**src/rtl/itmr_pkg.sv**
```systemverilog
// Package: shared register indices and bit positions for the interval timer.
// Assumes a word-aligned byte address whose bits [4:2] select the register.
package itmr_pkg;

    // Register index, taken from the byte address divided by four.
    typedef enum logic [2:0] {
        IDX_STATUS  = 3'd0,
        IDX_CTRL    = 3'd1,
        IDX_PER_LO  = 3'd2,
        IDX_PER_HI  = 3'd3,
        IDX_SNAP_LO = 3'd4,
        IDX_SNAP_HI = 3'd5
    } reg_idx_e;

    // Control bit positions.
    localparam int CTL_IEN  = 0;
    localparam int CTL_AUTO = 1;
    localparam int CTL_GO   = 2;
    localparam int CTL_HALT = 3;

    // Status bit positions.
    localparam int ST_FLAG  = 0;
    localparam int ST_RUN   = 1;

endpackage

```
**src/rtl/itmr_regfile.sv**
```systemverilog
// Register file: decodes bus writes into stored control bits, the split
// period and action strobes, and muxes read data.
// Assumes bus_wr is a one-cycle pulse and the address is word aligned.
module itmr_regfile #(
    parameter int HALF_W = 16,
    parameter int ADDR_W = 5
) (
    input  logic                clk,
    input  logic                rst_n,
    input  logic [ADDR_W-1:0]   addr,
    input  logic                wr_en,
    input  logic [HALF_W-1:0]   wdata,
    input  logic                run,
    input  logic                flag,
    input  logic [2*HALF_W-1:0] snap,
    output logic                ien,
    output logic                auto_rl,
    output logic                start_pulse,
    output logic                stop_pulse,
    output logic                period_wr,
    output logic [2*HALF_W-1:0] period_d,
    output logic [2*HALF_W-1:0] period_q,
    output logic                snap_take,
    output logic                clr_flag,
    output logic [HALF_W-1:0]   rdata
);
    import itmr_pkg::*;

    localparam int CNT_W = 2 * HALF_W;
    localparam int IDX_W = ADDR_W - 2;
    localparam int NHALF = CNT_W / HALF_W;

    logic             aligned;
    logic [IDX_W-1:0] idx;
    logic             wr_ctrl;
    logic [NHALF-1:0] per_sel;

    // Split address into alignment check and register index.
    always_comb begin
        aligned = (addr[1:0] == 2'b00);
        idx     = addr[ADDR_W-1:2];
    end

    // Decode write strobes; halt has priority over go.
    always_comb begin
        wr_ctrl     = wr_en && aligned && (idx == IDX_W'(IDX_CTRL));
        stop_pulse  = wr_ctrl && wdata[CTL_HALT];
        start_pulse = wr_ctrl && wdata[CTL_GO] && !wdata[CTL_HALT];
        snap_take   = wr_en && aligned && (idx == IDX_W'(IDX_SNAP_LO));
        clr_flag    = wr_en && aligned && (idx == IDX_W'(IDX_STATUS));
        per_sel[0]  = wr_en && aligned && (idx == IDX_W'(IDX_PER_LO));
        per_sel[1]  = wr_en && aligned && (idx == IDX_W'(IDX_PER_HI));
        period_wr   = |per_sel;
    end

    // Next period value: each half takes write data when selected.
    for (genvar g = 0; g < NHALF; g++) begin : g_per_half
        assign period_d[g*HALF_W +: HALF_W] =
            per_sel[g] ? wdata : period_q[g*HALF_W +: HALF_W];
    end

    // Period register, all ones after reset.
    always_ff @(posedge clk) begin
        if (!rst_n) begin
            period_q <= '1;
        end else if (period_wr) begin
            period_q <= period_d;
        end
    end

    // Stored control bits: interrupt enable and auto-reload.
    always_ff @(posedge clk) begin
        if (!rst_n) begin
            ien     <= 1'b0;
            auto_rl <= 1'b0;
        end else if (wr_ctrl) begin
            ien     <= wdata[CTL_IEN];
            auto_rl <= wdata[CTL_AUTO];
        end
    end

    // Read data multiplexer; unused indices and unaligned reads give zero.
    always_comb begin
        rdata = '0;
        if (aligned) begin
            case (idx)
                IDX_W'(IDX_STATUS): begin
                    rdata[ST_FLAG] = flag;
                    rdata[ST_RUN]  = run;
                end
                IDX_W'(IDX_CTRL): begin
                    rdata[CTL_IEN]  = ien;
                    rdata[CTL_AUTO] = auto_rl;
                end
                IDX_W'(IDX_PER_LO):  rdata = period_q[0 +: HALF_W];
                IDX_W'(IDX_PER_HI):  rdata = period_q[HALF_W +: HALF_W];
                IDX_W'(IDX_SNAP_LO): rdata = snap[0 +: HALF_W];
                IDX_W'(IDX_SNAP_HI): rdata = snap[HALF_W +: HALF_W];
                default:             rdata = '0;
            endcase
        end
    end

endmodule

```
**src/rtl/itmr_counter.sv**
```systemverilog
// Counter core: down-counts while running and reloads from the period at
// zero. A period write loads the count and stops the counter. Halt wins
// over go. Assumes the action strobes last one cycle.
module itmr_counter #(
    parameter int CNT_W = 32
) (
    input  logic             clk,
    input  logic             rst_n,
    input  logic             start_pulse,
    input  logic             stop_pulse,
    input  logic             auto_rl,
    input  logic             period_wr,
    input  logic [CNT_W-1:0] period_d,
    input  logic [CNT_W-1:0] period_q,
    output logic [CNT_W-1:0] cnt_q,
    output logic             run_q,
    output logic             tick
);

    // Timeout event: running, not halted this cycle, count at zero.
    always_comb begin
        tick = run_q && !stop_pulse && !period_wr && (cnt_q == '0);
    end

    // Count and run state update.
    always_ff @(posedge clk) begin
        if (!rst_n) begin
            cnt_q <= '1;
            run_q <= 1'b0;
        end else if (period_wr) begin
            cnt_q <= period_d;
            run_q <= 1'b0;
        end else begin
            if (run_q && !stop_pulse) begin
                cnt_q <= tick ? period_q : cnt_q - 1'b1;
            end
            if (stop_pulse) begin
                run_q <= 1'b0;
            end else if (start_pulse) begin
                run_q <= 1'b1;
            end else if (tick && !auto_rl) begin
                run_q <= 1'b0;
            end
        end
    end

endmodule

```
**src/rtl/itmr_snapshot.sv**
```systemverilog
// Snapshot holder: captures the full count in a single cycle so that both
// halves can be read later without tearing. Assumes take lasts one cycle.
module itmr_snapshot #(
    parameter int CNT_W = 32
) (
    input  logic             clk,
    input  logic             rst_n,
    input  logic             take,
    input  logic [CNT_W-1:0] cnt,
    output logic [CNT_W-1:0] snap_q
);

    // Capture the pre-edge count on a take strobe.
    always_ff @(posedge clk) begin
        if (!rst_n) begin
            snap_q <= '0;
        end else if (take) begin
            snap_q <= cnt;
        end
    end

endmodule

```
**src/rtl/itmr_irq.sv**
```systemverilog
// Timeout flag and interrupt: a sticky flag set by each timeout and cleared
// by a status write. A timeout on the same cycle keeps the flag set.
module itmr_irq (
    input  logic clk,
    input  logic rst_n,
    input  logic tick,
    input  logic clr,
    input  logic ien,
    output logic flag_q,
    output logic irq
);

    // Sticky flag, set priority over clear.
    always_ff @(posedge clk) begin
        if (!rst_n) begin
            flag_q <= 1'b0;
        end else if (tick) begin
            flag_q <= 1'b1;
        end else if (clr) begin
            flag_q <= 1'b0;
        end
    end

    // Interrupt line gated by the enable bit.
    always_comb begin
        irq = flag_q && ien;
    end

endmodule

```
**src/rtl/interval_timer.sv**
```systemverilog
// Top of the interval timer: the register file, the counter core, the
// snapshot holder and the interrupt logic. Assumes a single clock domain,
// synchronous active-low reset and one-cycle write strobes.
module interval_timer #(
    parameter int HALF_W = 16,
    parameter int ADDR_W = 5
) (
    input  logic              clk,
    input  logic              rst_n,
    input  logic [ADDR_W-1:0] bus_addr,
    input  logic              bus_wr,
    input  logic [HALF_W-1:0] bus_wdata,
    output logic [HALF_W-1:0] bus_rdata,
    output logic              irq
);

    localparam int CNT_W = 2 * HALF_W;

    logic             ien_q;
    logic             auto_q;
    logic             start_pulse;
    logic             stop_pulse;
    logic             period_wr;
    logic [CNT_W-1:0] period_d;
    logic [CNT_W-1:0] per_q;
    logic             snap_take;
    logic             clr_flag;
    logic [CNT_W-1:0] cnt_q;
    logic             run_q;
    logic             tick;
    logic [CNT_W-1:0] snap_q;
    logic             flag_q;

    itmr_regfile #(.HALF_W(HALF_W), .ADDR_W(ADDR_W)) u_regs (
        .clk         (clk),
        .rst_n       (rst_n),
        .addr        (bus_addr),
        .wr_en       (bus_wr),
        .wdata       (bus_wdata),
        .run         (run_q),
        .flag        (flag_q),
        .snap        (snap_q),
        .ien         (ien_q),
        .auto_rl     (auto_q),
        .start_pulse (start_pulse),
        .stop_pulse  (stop_pulse),
        .period_wr   (period_wr),
        .period_d    (period_d),
        .period_q    (per_q),
        .snap_take   (snap_take),
        .clr_flag    (clr_flag),
        .rdata       (bus_rdata)
    );

    itmr_counter #(.CNT_W(CNT_W)) u_cnt (
        .clk         (clk),
        .rst_n       (rst_n),
        .start_pulse (start_pulse),
        .stop_pulse  (stop_pulse),
        .auto_rl     (auto_q),
        .period_wr   (period_wr),
        .period_d    (period_d),
        .period_q    (per_q),
        .cnt_q       (cnt_q),
        .run_q       (run_q),
        .tick        (tick)
    );

    itmr_snapshot #(.CNT_W(CNT_W)) u_snap (
        .clk    (clk),
        .rst_n  (rst_n),
        .take   (snap_take),
        .cnt    (cnt_q),
        .snap_q (snap_q)
    );

    itmr_irq u_irq (
        .clk    (clk),
        .rst_n  (rst_n),
        .tick   (tick),
        .clr    (clr_flag),
        .ien    (ien_q),
        .flag_q (flag_q),
        .irq    (irq)
    );

endmodule

```
**config.mk**
```make
export PLATFORM = sky130hd
export DESIGN_NAME = interval_timer
export DESIGN_NICKNAME = d
export VERILOG_FILES = /design/src/rtl/itmr_pkg.sv /design/src/rtl/itmr_regfile.sv /design/src/rtl/itmr_counter.sv /design/src/rtl/itmr_snapshot.sv /design/src/rtl/itmr_irq.sv /design/src/rtl/interval_timer.sv
export SDC_FILE = /design/constraint.sdc
export NUM_CORES = 1
export LEC_CHECK = 0
export BUFFER_PORTS_ARGS = -buffer_cell sky130_fd_sc_hd__buf_2
export CAP_MARGIN = 20
export CORE_MARGIN = 10
export CORE_UTILIZATION = 41
export DETAILED_ROUTE_END_ITERATION = 8
export PLACE_DENSITY_LB_ADDON = 0.12
export SYNTH_ARGS = -nofsm -noshare
export SYNTH_HDL_FRONTEND = slang
export SYNTH_SLANG_ARGS = --single-unit
export TNS_END_PERCENT = 10
```
**constraint.sdc**
```tcl
create_clock -name clk -period 7.35 [get_ports clk]
set_input_delay 0.735 -clock clk [delete_from_list [all_inputs] [get_ports clk]]
set_output_delay 0.735 -clock clk [all_outputs]
set_load 0.02 [all_outputs]
```
Yosys cells after proc, flatten, opt, wreduce, memory -nomap -nowiden --
Index checks and enable logic that the tools add are counted.
Cells by class: add/subtract/negate cells 1, equal/unequal tests 5, mux-type cells 12, bitwise logic cells 1, reduce and logical (&&, ||, !) cells 26
Operators by type and width (number):
- two-way mux 32 bit | 3
- one-hot mux 14 bit (4 select lines) | 1
- two-way mux 16 bit | 3
- logical NOT 32 bit | 1
- subtractor 32 x 1 -> 32 bit, second input constant | 1
- logical AND 1 bit | 14
- one-hot mux 2 bit (6 select lines) | 1
- equality test 3 x 2 -> 1 bit, second input constant | 2
- equality test 3 bit, second input constant | 2
- nonzero test 2 bit | 3
- logical NOT 1 bit | 4
- two-way mux 1 bit | 4
- OR reduction 4 bit | 1
- equality test 3 x 1 -> 1 bit, second input constant | 1
- logical NOT 3 bit | 1
- logical NOT 2 bit | 1
- OR reduction 2 bit | 1
- NOT 1 bit | 1
Word-level totals: register bits after elaboration 100, input port bits 24, output and inout bits 17, word-level logic and storage cells 52

Longest topological paths before layout --
depth after elaboration 11, gate-level depth with buffers 10

Cells and area by module --
From an unflattened synthesis, not the netlist that was laid out.
Unflattened totals: cells, all modules 684, area total of the unflattened synthesis 5770.5 um2
By module, submodules not included:
- itmr_counter | times used 1, cells an instance 313, area an instance 2318.5 um2
- itmr_regfile | times used 1, cells an instance 264, area an instance 2159.6 um2
- itmr_snapshot | times used 1, cells an instance 103, area an instance 1243.7 um2
- itmr_irq | times used 1, cells an instance 4, area an instance 48.8 um2

Least setup slack after synthesis --
Ideal clock, no wire load.
path type input to output, start input bus_addr[2], end output bus_rdata[0], arrival time 2.725 ns, path slack 3.890 ns, stages 7, buffers on the path 3, path through clkbuf_1 > clkbuf_1 > clkbuf_1 > nand3_1 > a21oi_1 > a21oi_1 > nor4_1
Between the ends: cells in the longest elaborated chain, start to end 3, elaborated cells on any way between the ends 8
Ends and longest elaborated chain:
- start, declared | RTL line interval_timer.sv:10 | input logic [ADDR_W-1:0] bus_addr,
- equality test 3 bit, or another cell as far along | RTL line itmr_regfile.sv:86 | case (idx)
- one-hot mux 2 bit (6 select lines) * | RTL line itmr_regfile.sv:86
- two-way mux 16 bit * | RTL line itmr_regfile.sv:85 | if (aligned) begin
- end, declared | RTL line interval_timer.sv:13 | output logic [HALF_W-1:0] bus_rdata,
Mark *: on every way between the ends. The rest lies on a longest branch, timed or not.

Worst setup path in the final report --
start register u_cnt.cnt_q[0], end register u_cnt.cnt_q[28]
Between the ends: cells in the longest elaborated chain, start to end 5, elaborated cells on any way between the ends 6
Ends and longest elaborated chain:
- start, declared | RTL line itmr_counter.sv:15 | output logic [CNT_W-1:0] cnt_q,
- start signal, assigned | RTL line itmr_counter.sv:31 | cnt_q <= period_d;
- start signal, assigned | RTL line itmr_counter.sv:35 | cnt_q <= tick ? period_q : cnt_q - 1'b1;
- parallel branches: the longest is 2 deep, another holds subtractor 32 x 1 -> 32 bit
- two-way mux 32 bit * | RTL line itmr_counter.sv:35
- two-way mux 32 bit * | RTL line itmr_counter.sv:34 | if (run_q && !stop_pulse) begin
- two-way mux 32 bit * | RTL line itmr_counter.sv:30 | end else if (period_wr) begin
Mark *: on every way between the ends. The select of a mux whose other input is x is not followed. A chain may end at the register's enable or synchronous reset.

==> impl_metrics.env <==
export IMPL_status="complete, no violations"
export IMPL_synth_mux_area_frac=0.07172
export IMPL_die_w_um=133.7
export IMPL_drc=0
export IMPL_worst_pin_slew_ps=1125
export IMPL_fp_row_count=41
export IMPL_synth_top_family_by_area="simple AND/OR/NAND/NOR gates"
export IMPL_highest_layer="met4"
export IMPL_gp_congestion=0.8694
export IMPL_ctsHoldBuffers=0
export IMPL_p_per_area_nw_per_um2=193.3
export IMPL_setup_violations=0
export IMPL_cts_tree="yes"
export IMPL_clk_path_buf_depth=2
export IMPL_grtUsageTotal=0.1842
export IMPL_synth_edff_count=0
export IMPL_cp_start_kind="flip-flop"
export IMPL_fmaxAchievable_mhz=296.7
export IMPL_first_pass_iters=5
export IMPL_via_per_inst=5.669
export IMPL_vias=4813
export IMPL_yosys_area_share_simple=0.2694
export IMPL_ff2ff_setup_slack_ps=3980
export IMPL_post_cts_buffers=0
export IMPL_portBuffers=40
export IMPL_regToRegStartpoint="u_cnt.cnt_q[0]"
export IMPL_h_tree_depth=3
export IMPL_finalHoldViolCount=0
export IMPL_post_cts_resized=0
export IMPL_setup_ws_ps=3980
export IMPL_critical_path_max_fanout=12
export IMPL_wl_met2_um=7021
export IMPL_r2r_end="u_cnt.cnt_q[28]"
export IMPL_grt_max_degree=78
export IMPL_utilization=0.4616
export IMPL_antenna_found_initial=0
export IMPL_startpoint="u_cnt.cnt_q[0]"
export IMPL_wl_met1_um=8307
export IMPL_dieArea_um2=17890
export IMPL_insertedDiodeCount=0
export IMPL_crit_path_end="u_cnt.cnt_q[28]"
export IMPL_ant_nets=0
export IMPL_max_cap_violations=0
export IMPL_syn_area_per_cell_um2=7.916
export IMPL_crit_top_cell="nor2_1"
export IMPL_worstPathCellList="inv_1 -> ha_1 -> or4b_2 -> nor3_1 -> nand4_1 -> nor2_1 -> nor2_1 -> a221o_1"
export IMPL_end_kind="flip-flop"
export IMPL_layout_drive_gt1_share=0.1064
export IMPL_arrival_ps=3610
export IMPL_yosysTopAreaCell="dfxtp_1"
export IMPL_whs_ps=466.0
export IMPL_finClkSkew_ps=7.656
export IMPL_crit_type="reg -> reg"
export IMPL_synthTopCellsByCount="nand2_1 (148), dfxtp_1 (100), clkbuf_1 (45), nor2_1 (39), mux2i_1 (38)"
export IMPL_ir_drop_v=0.0001083
export IMPL_async_flop_share=0
export IMPL_reg2regPathDepth=8
export IMPL_ys_seq_elements=100
export IMPL_clkSinkCount=100
export IMPL_cts_root_buf="clkbuf_16"
export IMPL_synth_compound_area_frac=0.1878
export IMPL_fin_crit_ps=3370
export IMPL_min_period_over_period=0.4585
export IMPL_final_max_slew_viol_count=0
export IMPL_pre_cts_slack_ps=4023
export IMPL_yosysSeqAreaShare=0.3774
export IMPL_grt_pass1_wl_um=26540
export IMPL_fin_setup_tns_ps=0
export IMPL_hpwl_um=11270
export IMPL_clock_latency_ps=350
export IMPL_num_nets_final=698
export IMPL_grt_pass1_vias=4674
export IMPL_syn_to_final_growth_pct=9.837
export IMPL_synth_fa_ha_area_frac=0.004718
export IMPL_numCtsBuffers=9
export IMPL_dr_wl_met3_um=985
export IMPL_crit_path_max_incr_delay_ps=750
export IMPL_pin_count=41
export IMPL_synth_flop_cell="dfxtp_1"
export IMPL_overflow=0
export IMPL_synth_cell_type_count=54
export IMPL_fp_dieH_um=133.7
export IMPL_avgRoutedWirePerCell_um=19.45
export IMPL_wl_um=16510
export IMPL_start_util=0.4203
export IMPL_grt_setup_unrepaired="no"
export IMPL_synth_top_cells_by_area="dfxtp_1 (38%), nand2_1 (10%), mux2i_1 (7.2%), a21boi_0 (4.7%), a221o_1 (4.0%)"
export IMPL_syn_nets=696
export IMPL_ys_warn_count=0
export IMPL_power_uw=1126
export IMPL_drtIter0Drc=409
export IMPL_yosysMostFrequentCell="nand2_1"
export IMPL_worst_ep_required_time_ps=7590
export IMPL_synth_xor_area_share=0.03798
export IMPL_synth_top_area_frac=0.3774
export IMPL_hold_class="reg -> reg"
export IMPL_p_leak_uw=0.002257
export IMPL_path_clk_slew_ps=70
export IMPL_syn_inst=670
export IMPL_max_slew_margin_rel=0.2485
export IMPL_cp_slowest_cell="or4b_2"
export IMPL_core_area_um2=12620
export IMPL_synth_area_um2=5304
## metal layers
layer  GRT usage  vias to the layer above
met5           0                        -
li1            -                     2380
met4     0.05381                        0
met2      0.2682                      136
met1      0.2702                     2282
met3     0.03008                       15
## logic make-up after synthesis
family / Yosys count
and+or+nand+nor: 308
AOI/OAI and AO/OA: 137
DFF: 100
buffers and inverters: 62
muxes: 38
xor gates and xnor gates: 23
adders and majority gates: 2
## critical path: cells and delay by family (launching register included)
family                   cells  cell delay, ps
AO/OA/AOI/OAI                1             320
adder cells (fa/ha/maj)      1             190
buffers and inverters        1              80
flip-flops                   1             360
AND/OR/NAND/NOR              5            2320
## how the worst min path moves through the flow
stage	start	endpoint	slack (ps)	cells past startpoint
after floorplan	u_snap.snap_q[10]	u_snap.snap_q[10]	440	2
after global placement	u_snap.snap_q[7]	u_snap.snap_q[7]	450	2
after detailed placement	u_snap.snap_q[3]	u_snap.snap_q[3]	460	2
after CTS	u_snap.snap_q[3]	u_snap.snap_q[3]	470	2
after global routing	u_snap.snap_q[29]	u_snap.snap_q[29]	500	2
final	u_snap.snap_q[13]	u_snap.snap_q[13]	470	2
## through the flow
step	cells	area, um2
6_report	849	5826
2_1_floorplan	670	5304
4_1_cts	849	5826
5_1_grt	849	5826
3_3_place_gp	833	5523
3_5_place_dp	833	5523
## sequential cells by signal (all words and copies together), names as in the netlist
name,flops
u_cnt.cnt_q,32
u_regs.period_q,32
u_snap.snap_q,32
u_cnt.run_q,1
u_irq.flag_q,1
u_regs.auto_rl,1
u_regs.ien,1
## power by group
| part | total (uW) | internal (uW) | switching (uW) |
|---|---|---|---|
| Sequential | 563 | 551 | 12.4 |
| Combinational | 77.4 | 29.8 | 47.6 |
| Clock | 485 | 273 | 213 |
| Total | 1130 | 853 | 273 |
## layout by cell type (no fill, tap or decap), types with 17 or more instances in the layout
master / count
nor2_1: 38
and2_1: 19
nand3_1: 35
a21boi_0: 33
xnor2_1: 17
buf_2: 40
mux2i_1: 38
a221o_1: 21
dfxtp_1: 100
nor3_1: 20
nand2_1: 148
## cell type report
cell class,instances,area [um2]
fillers,1339,6794
multi-input cells,508,3038
flip-flops and latches,100,2002
clock buffers,10,239.0
repair buffers,45,237.7
well taps,172,215.2
clock inverters,6,63.81
inverters,8,30.03
Power figures use the tool's default switching activity.
